### src/rtl/tw_pkg.sv
package tw_pkg;
   localparam int unsigned TW_FIELD_W = 16;
   localparam int unsigned TW_WORD_W  = 32;
   localparam int unsigned TW_BASE_W  = 29;

   typedef enum logic [1:0] {
      ESZ_B1  = 2'd0,
      ESZ_B2  = 2'd1,
      ESZ_B4  = 2'd2,
      ESZ_BAD = 2'd3
   } esz_e;

   function automatic int unsigned tw_desc_bits(input int unsigned ndim);
      return TW_WORD_W + 2 * TW_FIELD_W * ndim;
   endfunction

   function automatic int unsigned tw_off_bits(input int unsigned ndim);
      return 2 * TW_FIELD_W + $clog2(ndim) + 1;
   endfunction
endpackage

### src/rtl/tw_desc_check.sv
module tw_desc_check
   import tw_pkg::*;
#(
   parameter int unsigned NDIM = 4
) (
   input  logic [TW_WORD_W-1:0]             word_i,
   input  logic [NDIM-1:0][TW_FIELD_W-1:0]  cnt_i,
   input  logic [1:0]                       esz_i,
   output logic                             bad_o
);
   logic [7:0]      top_byte;
   logic [NDIM-1:0] zero_cnt;

   assign top_byte = word_i[31:24];

   for (genvar d = 0; d < NDIM; d++) begin : g_zero
      assign zero_cnt[d] = (cnt_i[d] == '0);
   end

   always_comb begin
      bad_o = |zero_cnt;
      if ((top_byte & 8'h70) == 8'h40) bad_o = 1'b1;
      if (top_byte[7])                 bad_o = 1'b1;
      if (esz_e'(esz_i) == ESZ_BAD)    bad_o = 1'b1;
   end
endmodule

### src/rtl/tw_nest.sv
module tw_nest
   import tw_pkg::*;
#(
   parameter int unsigned NDIM  = 4,
   parameter int unsigned OFF_W = 35
) (
   input  logic                             clk,
   input  logic                             rst_n,
   input  logic                             load_i,
   input  logic [NDIM-1:0][TW_FIELD_W-1:0]  stride_i,
   input  logic [NDIM-1:0][TW_FIELD_W-1:0]  cnt_i,
   input  logic                             advance_i,
   output logic signed [OFF_W-1:0]          off_o,
   output logic                             last_o
);
   logic [NDIM-1:0][TW_FIELD_W-1:0] idx_q, cnt_q, str_q;
   logic [NDIM-1:0][OFF_W-1:0]      run_q, run_nx;
   logic [NDIM-1:0]                 at_max, bump;
   logic [NDIM:0]                   low_max;

   assign low_max[0] = 1'b1;

   for (genvar d = 0; d < NDIM; d++) begin : g_dim
      logic [OFF_W-1:0] str_ext;
      assign str_ext   = {{(OFF_W-TW_FIELD_W){str_q[d][TW_FIELD_W-1]}}, str_q[d]};
      assign at_max[d] = (idx_q[d] == cnt_q[d] - 1'b1);
      assign low_max[d+1] = low_max[d] & at_max[d];
      assign bump[d]   = low_max[d] & ~at_max[d];

      if (d == NDIM - 1) begin : g_top
         assign run_nx[d] = bump[d] ? run_q[d] + str_ext : run_q[d];
      end else begin : g_inner
         assign run_nx[d] = bump[d] ? run_q[d] + str_ext : run_nx[d+1];
      end

      always_ff @(posedge clk or negedge rst_n) begin
         if (!rst_n) begin
            idx_q[d] <= '0;
            run_q[d] <= '0;
            cnt_q[d] <= '0;
            str_q[d] <= '0;
         end else if (load_i) begin
            idx_q[d] <= '0;
            run_q[d] <= '0;
            cnt_q[d] <= cnt_i[d];
            str_q[d] <= stride_i[d];
         end else if (advance_i && low_max[d]) begin
            idx_q[d] <= bump[d] ? idx_q[d] + 1'b1 : '0;
            run_q[d] <= run_nx[d];
         end
      end
   end

   assign off_o  = signed'(run_q[0]);
   assign last_o = low_max[NDIM];

   AST_INNER_STEP: assert property (@(posedge clk) disable iff (!rst_n)
      advance_i && !at_max[0] |=> off_o == $past(off_o) + signed'({{(OFF_W-TW_FIELD_W){$past(str_q[0][TW_FIELD_W-1])}}, $past(str_q[0])}));
endmodule

### src/rtl/tensor_walk.sv
module tensor_walk
   import tw_pkg::*;
#(
   parameter int unsigned NDIM   = 4,
   localparam int unsigned DESC_W = tw_desc_bits(NDIM),
   localparam int unsigned OFF_W  = tw_off_bits(NDIM)
) (
   input  logic              clk,
   input  logic              rst_n,
   input  logic              start_i,
   input  logic [DESC_W-1:0] desc_i,
   input  logic [1:0]        esz_i,
   input  logic              addr_ready_i,
   output logic [31:0]       addr_o,
   output logic              addr_valid_o,
   output logic              done_o,
   output logic              err_o,
   output logic              busy_o
);
   if (NDIM < 2 || NDIM > 4) begin : g_bad_ndim
      $error("tensor_walk: NDIM must be 2, 3 or 4");
   end

   localparam int unsigned CNT_LSB = TW_WORD_W + TW_FIELD_W * NDIM;

   logic [NDIM-1:0][TW_FIELD_W-1:0] str_w, cnt_w;
   logic [TW_WORD_W-1:0]            word_w;
   logic                            bad_w, accept, advance, last_w;
   logic                            busy_q, err_q;
   logic [TW_BASE_W-1:0]            base_q;
   logic [1:0]                      esz_q;
   logic signed [OFF_W-1:0]         off_w;
   logic signed [OFF_W+1:0]         scaled;

   assign word_w = desc_i[TW_WORD_W-1:0];

   for (genvar d = 0; d < NDIM; d++) begin : g_unpack
      assign str_w[d] = desc_i[TW_WORD_W + TW_FIELD_W*d +: TW_FIELD_W];
      assign cnt_w[d] = desc_i[CNT_LSB + TW_FIELD_W*d +: TW_FIELD_W];
   end

   tw_desc_check #(.NDIM(NDIM)) u_check (
      .word_i (word_w),
      .cnt_i  (cnt_w),
      .esz_i  (esz_i),
      .bad_o  (bad_w)
   );

   assign accept  = start_i & ~busy_q;
   assign advance = busy_q & addr_ready_i;

   tw_nest #(.NDIM(NDIM), .OFF_W(OFF_W)) u_nest (
      .clk       (clk),
      .rst_n     (rst_n),
      .load_i    (accept & ~bad_w),
      .stride_i  (str_w),
      .cnt_i     (cnt_w),
      .advance_i (advance),
      .off_o     (off_w),
      .last_o    (last_w)
   );

   always_ff @(posedge clk or negedge rst_n) begin
      if (!rst_n) begin
         busy_q <= 1'b0;
         err_q  <= 1'b0;
         base_q <= '0;
         esz_q  <= '0;
      end else begin
         err_q <= accept & bad_w;
         if (accept && !bad_w) begin
            busy_q <= 1'b1;
            base_q <= word_w[TW_BASE_W-1:0];
            esz_q  <= esz_i;
         end else if (advance && last_w) begin
            busy_q <= 1'b0;
         end
      end
   end

   assign scaled       = {{2{off_w[OFF_W-1]}}, off_w} <<< esz_q;
   assign addr_o       = {{(32-TW_BASE_W){1'b0}}, base_q} + scaled[31:0];
   assign addr_valid_o = busy_q;
   assign done_o       = busy_q & last_w;
   assign err_o        = err_q;
   assign busy_o       = busy_q;

   AST_ERR_QUIET: assert property (@(posedge clk) disable iff (!rst_n)
      err_o |-> !addr_valid_o);
   AST_ERR_ONE_CYCLE: assert property (@(posedge clk) disable iff (!rst_n)
      err_o |=> !err_o);
   AST_STALL_HOLD: assert property (@(posedge clk) disable iff (!rst_n)
      addr_valid_o && !addr_ready_i |=> addr_valid_o && $stable(addr_o));
   AST_DONE_VALID: assert property (@(posedge clk) disable iff (!rst_n)
      done_o |-> addr_valid_o);
   AST_DONE_EXIT: assert property (@(posedge clk) disable iff (!rst_n)
      done_o && addr_ready_i |=> !busy_o && !addr_valid_o);
   AST_BUSY_IGNORES_START: assert property (@(posedge clk) disable iff (!rst_n)
      busy_o && start_i |=> !err_o);
endmodule

### config.mk
export PLATFORM = sky130hd
export DESIGN_NAME = tensor_walk
export DESIGN_NICKNAME = d
export VERILOG_FILES = /design/src/rtl/tw_pkg.sv /design/src/rtl/tw_desc_check.sv /design/src/rtl/tw_nest.sv /design/src/rtl/tensor_walk.sv
export SDC_FILE = /design/constraint.sdc
export NUM_CORES = 1
export LEC_CHECK = 0
export BUFFER_PORTS_ARGS = -buffer_cell sky130_fd_sc_hd__buf_2
export CORE_AREA = 2 2 328 233
export DETAILED_ROUTE_END_ITERATION = 7
export DIE_AREA = 0 0 330 235
export PLACE_DENSITY_LB_ADDON = 0.25
export RECOVER_POWER = 100
export SLEW_MARGIN = 10
export SYNTH_ARGS = -nofsm -noshare
export SYNTH_HDL_FRONTEND = slang
export SYNTH_SLANG_ARGS = --single-unit
### constraint.sdc
create_clock -name clk -period 9.8 [get_ports clk]
set_input_delay 2.94 -clock clk [delete_from_list [all_inputs] [get_ports clk]]
set_output_delay 2.94 -clock clk [all_outputs]
set_load 0.02 [all_outputs]
# After elaboration in Yosys (flattened, before gate mapping)
# Cells that the tools add are included.
# totals
out_inout_bits	36
inputBits	166
wordCells	101
register_bits	365
# op_classes
n_shift	1
n_eq_ne	6
n_addsub	13
n_bitwise	16
n_mux	29
n_reduce_logical	16
# ops
cell	n
$mux W35	12
$mux W16	12
$add A35 B35 Y35	4
$add A16 B1 Y16 const B	4
$eq A16 B16 Y1	4
$logic_not A16 Y1	4
$sub A16 B1 Y16 const B	4
$sshl A37 B2 Y32	1
$add A29 B32 Y32	1
$and A1 B1 Y1	11
$reduce_bool A2 Y1	5
$logic_and A1 B1 Y1	5
$mux W1	5
$not A1 Y1	5
$reduce_or A4 Y1	1
$eq A3 B3 Y1 const B	1
$eq A2 B2 Y1 const B	1
$logic_not A1 Y1	1

# Logic depth before layout (Yosys ltp)
# logic_depth
depth_word	11
ltp_mapped	18
ltp_nobuf	15

# By module
# A second synthesis with hierarchy kept.
# unflattened
hier_cells	3064
area_unflattened_um2	27546.4
# modules_own_cells
module	seq_area_each_um2	area_per_inst_um2	instances	cells_per_inst
tw_nest	8308.0	23772.8	1	2676
tensor_walk	825.8	3618.5	1	364
tw_desc_check	0.0	155.1	1	24

# Least setup slack after synthesis
# OpenSTA, ideal clock, no wires.
# synth_timing
path_type	reg2out
from	register esz_q[0]
to	output port addr_o[29]
arrival_time_ps	4474
path_stages_with_launch	16
required_ps	6860
path_slack_ps	2386
n_path_buf	2
cell_sequence	dfrtp_1 clkbuf_1 buf_1 mux4_2 ha_1 a21oi_1 o21ai_0 a221o_1 a21oi_1 o31ai_1 a31oi_1 o31ai_1 o41ai_1 o21bai_1 a21oi_1 xor2_1
# synth_via
elab_chain_len	2
# synth_rtl
element	line_no	source
start: declaration	tensor_walk.sv:31	logic [1:0] esz_q;
start signal: assignment	tensor_walk.sv:74	esz_q <= esz_i;
$sshl A37 B2 Y32	tensor_walk.sv:81	assign scaled = {{2{off_w[OFF_W-1]}}, off_w} <<< esz_q;
$add A29 B32 Y32	tensor_walk.sv:82	assign addr_o = {{(32-TW_BASE_W){1'b0}}, base_q} + scaled[31:0];
end: declaration	tensor_walk.sv:14	output logic [31:0] addr_o,
# No other way between the ends.

# Final worst setup path
# layout_timing
from	input port desc_i[140]
to	register u_nest.run_q[52] (netlist name)
# layout_via
elab_chain_len	8
word_cells_on_any_way	9
classes_between	mux (4); bitwise (2); reduce/logical (3)
# layout_rtl
element	line_no	source
start: declaration	tensor_walk.sv:11	input logic [DESC_W-1:0] desc_i,
$logic_not A16 Y1 (*)	tw_desc_check.sv:17	assign zero_cnt[d] = (cnt_i[d] == '0);
$reduce_or A4 Y1 (*)	tw_desc_check.sv:21	bad_o = |zero_cnt;
$mux W1 (*)	tw_desc_check.sv:22	if ((top_byte & 8'h70) == 8'h40) bad_o = 1'b1;
$mux W1 (*)	tw_desc_check.sv:23	if (top_byte[7]) bad_o = 1'b1;
$mux W1 (*)	tw_desc_check.sv:24	if (esz_e'(esz_i) == ESZ_BAD) bad_o = 1'b1;
$not A1 Y1 (*)	tensor_walk.sv:55	.load_i (accept & ~bad_w),
$and A1 B1 Y1 (*)	tensor_walk.sv:55	
$mux W35 / $reduce_bool A2 Y1 (equally long branches)	--	
end signal: indexed assignment	tw_nest.sv:49	run_q[d] <= run_nx[d];
end: declaration	tw_nest.sv:17	logic [NDIM-1:0][OFF_W-1:0] run_q, run_nx;
# Every way passes the cells marked *; elsewhere a longest branch is shown, timed or not.
# A chain may end at the register's enable or synchronous reset.

==> implementation parameters <==
Parameter                              Value

Status
  Status    complete, but fails checks
  Violated checks    design-rule violations, max-capacitance violations, max-slew violations

Setup path
  Count of buffering cells on the critical path with inverters included    3
  Terminus of the critical flop-to-flop path    u_nest.run_q[91]
  Critical-path top delay cell    sky130_fd_sc_hd__clkbuf_1
  Type of element launching the critical path    primary input
  Reg-to-Reg Start    u_nest.cnt_q[0]
  Register-to-Register Setup Slack    between 4000 and 5000 ps
  Signal arrival time at the worst endpoint    about 9000 ps
  Setup CP Type    in -> reg
  Critical Path RT    about 10000 ps
  Critical path fanouts, max    38
  Cell seen most often among critical-path stages    sky130_fd_sc_hd__clkbuf_1
  Cell breakdown of the critical path    clkbuf_1 -> nor4_1 -> nand4_1 -> nand4_1 -> a2111oi_0 -> and3b_1 -> clkbuf_1 -> nor2_2 -> clkbuf_1 -> a211o_1
  Nature of the critical path endpoint    register
  Origin of the worst setup path    desc_i[140]
  Worst-case reg-to-reg path depth    12
  Stages on worst setup path    10
  Crit-path max cell delay    1440 ps
  Cell family contributing the most delay on the critical path    buffers and inverters

Global routing
  First-pass GRT wire length    123 mm
  Antenna violations before repair    1
  Total routing usage reported by global routing    0.196
  Number of global-route vias before repair    ~22000
  Total grt overflow    0
  Pin count of the biggest net entering global routing    about 150

Synthesis
  Yosys cell types    roughly 100
  Area share of the leading cell type in the synthesized netlist    0.342
  Syn Nets    around 3400
  Share of async-settable or async-resettable flops after synthesis    1.00
  Post-synthesis cell area    25900 µm²
  Number of synthesized flops with an enable pin    0
  Primary FF master, synth    sky130_fd_sc_hd__dfrtp_1
  Cell taking the most area after synthesis    sky130_fd_sc_hd__dfrtp_1
  Post-synthesis sequential element count    353
  Number of warning messages in the yosys log    0
  Seq/Total Area, Yosys    0.342
  Synthesized area per cell    8.33 µm²
  Synthesized netlist cell count    3103
  Cell types with the largest area share after synthesis    sky130_fd_sc_hd__dfrtp_1, sky130_fd_sc_hd__nand2_1, sky130_fd_sc_hd__ha_1

Timing
  Setup violations, final    0
  WHS    482 ps
  Slew Limit Fails    202
  RSZ-0062 raised after global routing    no
  Final worst path period need    around 8500 ps
  Relative slew margins    -2.74
  Sum of negative setup slack    0 ps
  Largest clock skew in the final design    between 30 and 40 ps
  Transition time at the pin with the least slew margin    about 5600 ps
  Fmax achieved    around 120 MHz
  Final hold violation count    0
  Share of the cycle needed by the critical path after routing    0.870

Clock tree
  CTS max path bufs    3
  Hold_buf cts    0
  Clock tree from TritonCTS    done
  Reg clk slew, reported paths    around 60 ps
  Count of buffers added by post-CTS timing repair for setup    0
  Later-pin clock latency in the skew report    roughly 600 ps
  TritonCTS sink count    around 350
  Clock root buffer    sky130_fd_sc_hd__clkbuf_16
  Number of levels in the clock H-tree    2
  Gates resized, CTS repair    0
  Number of buffers inserted during clock tree synthesis    41

Die
  Die X    between 300 and 400 µm
  Core box area    approximately 74000 µm²
  Total I/O pin count    a little over 200
  Initial core utilization    0.348
  Die extent in y    roughly 240 µm
  Rows    84
  Die Area    77600 µm²

Power
  Worst VDD drop    between 0.0001 and 0.00015 V
  Power per cell area    around 230 nW/µm²
  Total Power Consumption    about 7 mW
  Leakage power    ~14 nW

Finish
  Leading cell type in the layout, fill and taps excluded    sky130_fd_sc_hd__nand2_1
  Commonest cells after routing, fill and taps aside    sky130_fd_sc_hd__nand2_1, sky130_fd_sc_hd__dfrtp_1, sky130_fd_sc_hd__o21ai_0
  Share of post-route cells with drive strength above 1    0.106
  Relative area change from synthesis to final layout    13.1%
  Total number of nets in the final design    between 3000 and 4000
  Non-filler instance count after layout    4264
  Final core utilization    0.393

Hold path
  Hold path start    base_q[22]
  Hold Crit Depth    2
  Worst Hold Class    reg -> reg
  Hold worst-path end    base_q[22]

Route
  WL per Instance    between 15 and 20 µm
  Routed vias/inst    around 5.4
  Total DRC errors in the routed layout    14
  Detailed Routing Iterations Pass 1    7
  Remaining antenna violation count after routing    0
  Total via count after detailed routing    approximately 23000
  Routed WL    around 76 mm
  Detailed router's first-iteration violation count    between 1500 and 2000

Place
  Post-placement cell count    4190
  Routability congestion estimate from global placement    0.908
  Dpl hpwl    about 57 mm
  Count of input and output buffers    201

Flow run
  Count of max-cap constraint violations    4
## per-stage QoR
stage	cell area (µm²)	setup slack (ps)
CTS	29300	1810
global placement	27800	2510
detailed placement	27800	2500
floorplan	25900	2390
finish	29200	1280
global route	29200	820
## layer usage
metal / GRT usage / vias up / part of all wire
li1: - / 11425 / -
met1: 0.306 / 10855 / 0.52
met2: 0.283 / 470 / 0.41
met3: 0.0301 / 71 / 0.051
met4: 0.0354 / 0 / 0.014
met5: 0 / - / 0
## how the worst max path moves through the flow
stage,endpoint,slack (ps)
2_1_floorplan,addr_o[29],2390
3_3_place_gp,addr_o[29],2510
3_5_place_dp,addr_o[29],2500
4_1_cts,addr_o[29],1810
5_1_grt,u_nest.run_q[53],820
6_report,u_nest.run_q[52],1280
## registers in the layout, indices dropped and copies added (netlist names)
name                  count
esz_q                     2
u_nest.idx_q             64
u_nest.run_q             96
addr_valid_o              1
err_o                     1
u_nest.off_o             32
u_nest.g_dim.str_ext     64
u_nest.cnt_q             64
base_q                   29
## power breakdown
part / internal, mW / leakage (nW) / switching (mW)
Clock: 1.06 / 0.720 / 0.687
Combinational: 1.27 / 8.77 / 1.76
Sequential: 1.72 / 4.67 / 0.363
## layout make-up
type,count,area (µm²)
sequential,353,8830
timing repair buffer,228,1160
tap,989,1240
clock buffer,51,1130
clock inverter,22,359
antenna,1,2.50
fill,7710,45200
inverter,57,214
multi-input combinational,2563,16300
## cells in the mapped netlist (all sizes together) (19+ instances only)
cell type	number
xnor2	124
mux2i	21
o21ai	234
nand2	679
nor2	160
xor2	100
and2	21
o21bai	24
clkbuf	106
mux4	23
a211o	19
nand2b	34
buf	24
nand3	125
a211oi	21
a31oi	26
a21oi	163
nand4	28
a21o	114
inv	57
nor4	42
o21a	23
dfrtp	353
nor2b	25
or3	28
ha	161
or2	23
nor3	45
a22oi	24
and3	47
## logic make-up (layout without fill, tap and decap cells)
logic type	count (synthesis)	count (layout)	synth area share
AOI/OAI and AO/OA	807	807	0.204
xor gates and xnor gates	225	225	0.0767
adders and majority gates	166	166	0.0818
buffers and inverters	187	358	0.0291
DFF	353	353	0.342
muxes	50	50	0.0308
other	0	1	0
and+or+nand+nor	1315	1315	0.236
## worst register-to-register path, stage by stage, from the launching register on
cell and delay, ps:
sky130_fd_sc_hd__dfrtp_1 440, sky130_fd_sc_hd__inv_1 90, sky130_fd_sc_hd__ha_1 270, sky130_fd_sc_hd__nor4b_1 650
sky130_fd_sc_hd__nand2_1 210, sky130_fd_sc_hd__o31a_1 330, sky130_fd_sc_hd__nor3_1 230, sky130_fd_sc_hd__o211ai_1 320
sky130_fd_sc_hd__or3_1 730, sky130_fd_sc_hd__nor2_1 1030, sky130_fd_sc_hd__nor2_1 220, sky130_fd_sc_hd__clkbuf_1 560
sky130_fd_sc_hd__a22o_1 410
(Power assumes the default switching activity.)
